<file path="config.mk">
export PLATFORM = sky130hd
export DESIGN_NAME = ring_wrap_tracker
export DESIGN_NICKNAME = d
export VERILOG_FILES = /design/src/rtl/ring_trk_pkg.sv /design/src/rtl/ring_offset_ctr.sv /design/src/rtl/ring_wmark.sv /design/src/rtl/ring_pending_cmp.sv /design/src/rtl/ring_wrap_tracker.sv
export SDC_FILE = /design/constraint.sdc
export NUM_CORES = 1
export LEC_CHECK = 0
export BUFFER_PORTS_ARGS = -buffer_cell sky130_fd_sc_hd__clkbuf_2
export CAP_MARGIN = 10
export CORE_UTILIZATION = 50
export DETAILED_ROUTE_END_ITERATION = 6
export PLACE_DENSITY = 0.69
export SLEW_MARGIN = 20
export SYNTH_ARGS = -nofsm -noshare
export SYNTH_HDL_FRONTEND = slang
export SYNTH_SLANG_ARGS = --single-unit
</file>
<file path="constraint.sdc">
create_clock -name clk -period 9.8 [get_ports clk]
set_clock_uncertainty 0.15 [all_clocks]
set_input_delay 0.49 -clock clk [delete_from_list [all_inputs] [get_ports clk]]
set_output_delay 0.49 -clock clk [all_outputs]
set_load 0.03 [all_outputs]
</file>
<file path="src/rtl/ring_trk_pkg.sv">
package ring_trk_pkg;

   // How a low-watermark threshold is derived from the programmed last entry.
   typedef enum logic {
      WM_COUNT_MINUS1 = 1'b0,   // ((last + 1) * pct / 100) - 1, floored at 0
      WM_LAST_SCALED  = 1'b1    // (last * pct) / 100
   } wm_mode_e;

   // Product width needed for an index of idx_w bits times a percentage <= 100.
   function automatic int prod_width(input int idx_w);
      return idx_w + 8;
   endfunction

endpackage

</file>
<file path="src/rtl/ring_offset_ctr.sv">
module ring_offset_ctr #(
   parameter int   IDX_W     = 10,
   parameter logic INIT_WRAP = 1'b0
) (
   input  logic             clk,
   input  logic             rst,
   input  logic             adv,
   input  logic [IDX_W-1:0] last,
   output logic [IDX_W:0]   offset
);
   localparam int OFF_W = IDX_W + 1;
   localparam logic [OFF_W-1:0] INIT_OFF = {INIT_WRAP, {IDX_W{1'b0}}};

   generate
      if (IDX_W < 1) begin : g_bad_width
         $error("ring_offset_ctr: IDX_W must be at least 1");
      end
   endgenerate

   logic [OFF_W-1:0] off_q;
   logic [OFF_W-1:0] stepped;
   logic [OFF_W-1:0] off_d;
   logic             idx_carried;
   logic             past_last;

   // Plain increment across index and wrap bit: an index carry flips the wrap
   // bit by itself and anything above the wrap bit falls off the word.
   always_comb begin
      stepped     = off_q + OFF_W'(1);
      idx_carried = (stepped[IDX_W-1:0] == '0);
      past_last   = !idx_carried && (stepped[IDX_W-1:0] > last);
      if (!adv) begin
         off_d = off_q;
      end else if (past_last) begin
         off_d = {~off_q[IDX_W], {IDX_W{1'b0}}};
      end else begin
         off_d = stepped;
      end
   end

   always_ff @(posedge clk) begin
      if (rst) begin
         off_q <= INIT_OFF;
      end else begin
         off_q <= off_d;
      end
   end

   assign offset = off_q;

endmodule

</file>
<file path="src/rtl/ring_wmark.sv">
module ring_wmark
   import ring_trk_pkg::*;
#(
   parameter int       IDX_W = 10,
   parameter int       PCT   = 15,
   parameter wm_mode_e MODE  = WM_COUNT_MINUS1
) (
   input  logic [IDX_W-1:0] last,
   output logic [IDX_W-1:0] wmark
);
   localparam int PROD_W = prod_width(IDX_W);

   generate
      if (PCT < 1 || PCT > 100) begin : g_bad_pct
         $error("ring_wmark: PCT must lie in 1..100");
      end
   endgenerate

   logic [PROD_W-1:0] prod;
   logic [PROD_W-1:0] quot;

   generate
      if (MODE == WM_COUNT_MINUS1) begin : g_count
         always_comb begin
            prod  = (PROD_W'(last) + PROD_W'(1)) * PROD_W'(PCT);
            quot  = prod / PROD_W'(100);
            wmark = (quot == '0) ? '0 : IDX_W'(quot - PROD_W'(1));
         end
      end else begin : g_last
         always_comb begin
            prod  = PROD_W'(last) * PROD_W'(PCT);
            quot  = prod / PROD_W'(100);
            wmark = IDX_W'(quot);
         end
      end
   endgenerate

endmodule

</file>
<file path="src/rtl/ring_pending_cmp.sv">
module ring_pending_cmp #(
   parameter int OFF_W = 13
) (
   input  logic             clk,
   input  logic             rst,
   input  logic             load,
   input  logic [OFF_W-1:0] hw_off,
   input  logic [OFF_W-1:0] local_off,
   output logic             pending
);
   logic [OFF_W-1:0] cap_q;

   always_ff @(posedge clk) begin
      if (rst) begin
         cap_q <= '0;
      end else if (load) begin
         cap_q <= hw_off;
      end
   end

   // Full-width compare, wrap bit included: equal index with a different
   // wrap bit means a whole lap of unread entries.
   assign pending = (cap_q != local_off);

endmodule

</file>
<file path="src/rtl/ring_wrap_tracker.sv">
module ring_wrap_tracker
   import ring_trk_pkg::*;
#(
   parameter int FB_IDX_W = 10,
   parameter int ST_IDX_W = 12,
   parameter int FB_PCT   = 15,
   parameter int ST_PCT   = 10
) (
   input  logic                clk,
   input  logic                rst,
   input  logic [FB_IDX_W-1:0] fb_last,
   input  logic                fb_adv,
   output logic [FB_IDX_W:0]   fb_offset,
   output logic [FB_IDX_W-1:0] fb_wmark,
   input  logic [ST_IDX_W-1:0] st_last,
   input  logic                st_adv,
   input  logic                st_hw_load,
   input  logic [ST_IDX_W:0]   st_hw_offset,
   output logic [ST_IDX_W:0]   st_offset,
   output logic                st_pending,
   output logic [ST_IDX_W-1:0] st_wmark
);
   localparam int ST_OFF_W = ST_IDX_W + 1;

   generate
      if (FB_IDX_W < 1 || ST_IDX_W < 1) begin : g_bad_idx
         $error("ring_wrap_tracker: index widths must be positive");
      end
      if (FB_PCT < 1 || FB_PCT > 100 || ST_PCT < 1 || ST_PCT > 100) begin : g_bad_pct
         $error("ring_wrap_tracker: percentages must lie in 1..100");
      end
   endgenerate

   ring_offset_ctr #(.IDX_W(FB_IDX_W), .INIT_WRAP(1'b1)) u_fb_ctr (
      .clk(clk), .rst(rst), .adv(fb_adv), .last(fb_last), .offset(fb_offset)
   );

   ring_offset_ctr #(.IDX_W(ST_IDX_W), .INIT_WRAP(1'b0)) u_st_ctr (
      .clk(clk), .rst(rst), .adv(st_adv), .last(st_last), .offset(st_offset)
   );

   ring_pending_cmp #(.OFF_W(ST_OFF_W)) u_st_cmp (
      .clk(clk), .rst(rst), .load(st_hw_load), .hw_off(st_hw_offset),
      .local_off(st_offset), .pending(st_pending)
   );

   ring_wmark #(.IDX_W(FB_IDX_W), .PCT(FB_PCT), .MODE(WM_COUNT_MINUS1)) u_fb_wm (
      .last(fb_last), .wmark(fb_wmark)
   );

   ring_wmark #(.IDX_W(ST_IDX_W), .PCT(ST_PCT), .MODE(WM_LAST_SCALED)) u_st_wm (
      .last(st_last), .wmark(st_wmark)
   );

endmodule

</file>
==> impl_metrics.yaml <==
global_route:
  grt-ovfl-total: 0
  grt.total_usage_pct: 28.3
  grt_pass1_vias: 9471
  grt_pass1_wl_um: 43100
  antenna_found_initial: 0
  grt_max_degree: 38
synth:
  synth_area_leaders: "ha_1 (10%), dfxtp_1 (8.6%), xnor2_1 (5.6%)"
  avgSynthCellArea_um2: 7.40
  synth_mux_area_share_pct: 4.73
  syn_area_um2: 8590
  netlist_top_cells_count: "nor2_1 (100), a21oi_1 (84), inv_1 (73)"
  yosys_warnings: 0
  synthAdderAreaFrac_pct: 14.1
  synthArstFlopShare_pct: 0
  synth-compound-area-share_pct: 32.4
  synth-edff-count: 0
  seq_area_frac_synth_pct: 8.62
  synth_xor_area_share_pct: 8.84
  synthSimpleGateAreaFrac_pct: 25.5
  ys_ff_latch: 37
  synth.distinct_cells: 113
  synth_top_family_by_area: "compound AO/OA/AOI/OAI gates"
  synth_top_flop_cell: "dfxtp_1"
  synth.top_cell.area_share_pct: 10.2
  synth.largest_area_cell: "ha_1"
  synthCells: 1161
  yosysMostFrequentCell: "nor2_1"
timing:
  hold_violations: 0
  finalSetupViolCount: 10
  layout_setup_ws_ns: -0.425
  fin_crit_sh_pct: 104
  slew-limit-headroom_pct: 31.2
  rsz0062_at_grt: "yes"
  drv_slew: 0
  tightest_slew_ns: 1.03
  clock.fmax_ghz: 0.0978
  period_minus_slack_ns: 10.22
detailed_routing:
  via_per_inst: 6.09
  first_pass_iters: 7
  drc: 0
  ant_nets: 0
  wirelength_um: 27600
  num_vias: 10100
  first_iter_violations: 699
  wire_per_inst_um: 16.6
worst_setup_path:
  cp_data_arrival_time_ns: 9.58
  cpLargestDelayFamily: "compound AO/OA/AOI/OAI gates"
  crit_slowest_cell: "or4_4"
  path_depth: 46
  cp_max_fo: 6
  worstSetupPathType: "input pin to output port"
  required_ns: 9.16
  reg2reg_from: "u_st_ctr.offset[0]"
  cp-start-kind: "input pin"
  r2r_cells: 11
  cp_common_cell: "buf_4"
  endpoint: "fb_wmark[3]"
  reg2reg_slack_ns: 5.59
  r2r_end: "u_st_ctr.offset[12]"
  slowest_delay_ns: 0.51
  critPathBufInv: 10
  cp-startpoint: "fb_last[1]"
  crit_path_end_kind: "output port"
cts:
  ctsHoldBuffers: 0
  cts_max_level: 2
  clk-insertion-delay-late_ns: 0.28
  clock-root-buffer: "clkbuf_16"
  cts_buffer_depth: 2
  path_clk_slew_ns: 0.05
  cts_buffers: 5
  cts_tree: "done"
  cts.sinks: 37
floorplan:
  die_height_um: 133
  start_util_pct: 51.5
  core_area_um2: 16700
  rows: 47
  fp.dieArea_um2: 17700
  io_pins: 87
  die_width_um: 133
min_path:
  hp-class: "input pin to register"
  hold_depth: 3
  min_from: "st_hw_offset[12]"
run_status:
  status: "complete, but fails checks"
  violations: "negative setup slack"
layout:
  drive_gt1_share_pct: 37.3
  fill_cells: 1260
  fin_util_pct: 73.3
  nets: 1567
  antenna_cells: 0
  areaGrowthSynthToFinish_pct: 42.4
placement:
  hpwlAfterDp_um: 19300
  io_buffers: 84
  place.gp.congestion: 0.917
flow_run:
  cap_violations: 0
repair_timing:
item | CTS | global route
endpoints found under the setup margin | 10 | 11
pin swaps | 62 | 20
resized for setup | 127 | 108
hold endpoints to repair | 0 | 0
setup buffers | 28 | 11
placed cells by master, fill, tap and decap left out, types with 8 or more instances in the layout:
cell,n
ha_1,62
a211o_1,8
a31oi_1,11
dfxtp_1,37
o21ai_0,39
a21oi_2,8
nand4_1,19
and3_1,18
nor2_4,10
nand3_1,55
a21o_1,24
o211ai_1,16
clkbuf_2,70
nor2b_1,9
xnor2_1,47
nand3b_1,11
or2_2,12
and2_1,10
buf_4,219
nor2_1,90
o21ai_2,8
xor2_1,27
nand2b_1,30
inv_1,67
buf_6,26
nand2_1,61
o21ai_1,18
mux2i_1,29
nor3_1,16
a21oi_1,73
fa_1,11
worst min-delay path by stage:
stage | to | slack [ns]
2_1_floorplan | u_st_cmp.cap_q[0] | 0.33
3_3_place_gp | u_fb_ctr.offset[10] | 0.33
3_5_place_dp | u_fb_ctr.offset[10] | 0.33
4_1_cts | u_st_cmp.cap_q[12] | 0.30
5_1_grt | u_st_cmp.cap_q[2] | 0.31
6_report | u_st_cmp.cap_q[12] | 0.30
layer usage:
layer,vias up,global-route usage (%),wire length [um]
met2,317,50.9,13900
li1,4936,-,-
met5,-,0,0
met3,57,2.51,1120
met1,4835,36.5,12000
met4,0,6.50,580
cell type report:
class	instances	area (um^2)	share of cell area, %
Clock buffer	7	143	1.17
Inverter	73	282	2.30
Multi-Input combinational cell	1007	8420	68.8
Sequential cell	37	741	6.05
Tap cell	220	275	2.25
Timing Repair Buffer	321	2370	19.4
worst min-delay path, delay by kind of cell:
kind                   cells  cell delay [ns]
muxes                      1             0.05
buffers and inverters      1             0.07
and+or+nand+nor            1             0.07
state kept, by name, summed over array words and instances, names as in the netlist:
name and flops:
u_st_ctr.offset 13, u_fb_ctr.offset 11, u_st_cmp.cap_q 13
kinds of logic after synthesis:
| logic type | Yosys count |
|---|---|
| adders and majority gates | 91 |
| other | 1 |
| buffers and inverters | 118 |
| AOI/OAI and AO/OA | 373 |
| xor gates and xnor gates | 85 |
| and+or+nand+nor | 417 |
| muxes | 39 |
| DFF | 37 |
metrics by stage:
stage | worst slack [ns] | instance area (um^2) | hold WS [ns] | setup TNS, ns | instances
after detailed placement | -0.622 | 10800 | 0.333 | -5.56 | 1623
after CTS | -0.0656 | 11800 | 0.296 | -0.0742 | 1657
after global placement | -0.425 | 10800 | 0.335 | -3.34 | 1623
final | -0.425 | 12200 | 0.297 | -3.69 | 1665
after global routing | -0.891 | 12200 | 0.306 | -8.40 | 1665
after floorplan | -0.108 | 8840 | 0.331 | -0.213 | 1162
Power is not shown: default switching activity piles up to over one toggle a cycle in this logic, so the estimate is an artifact.
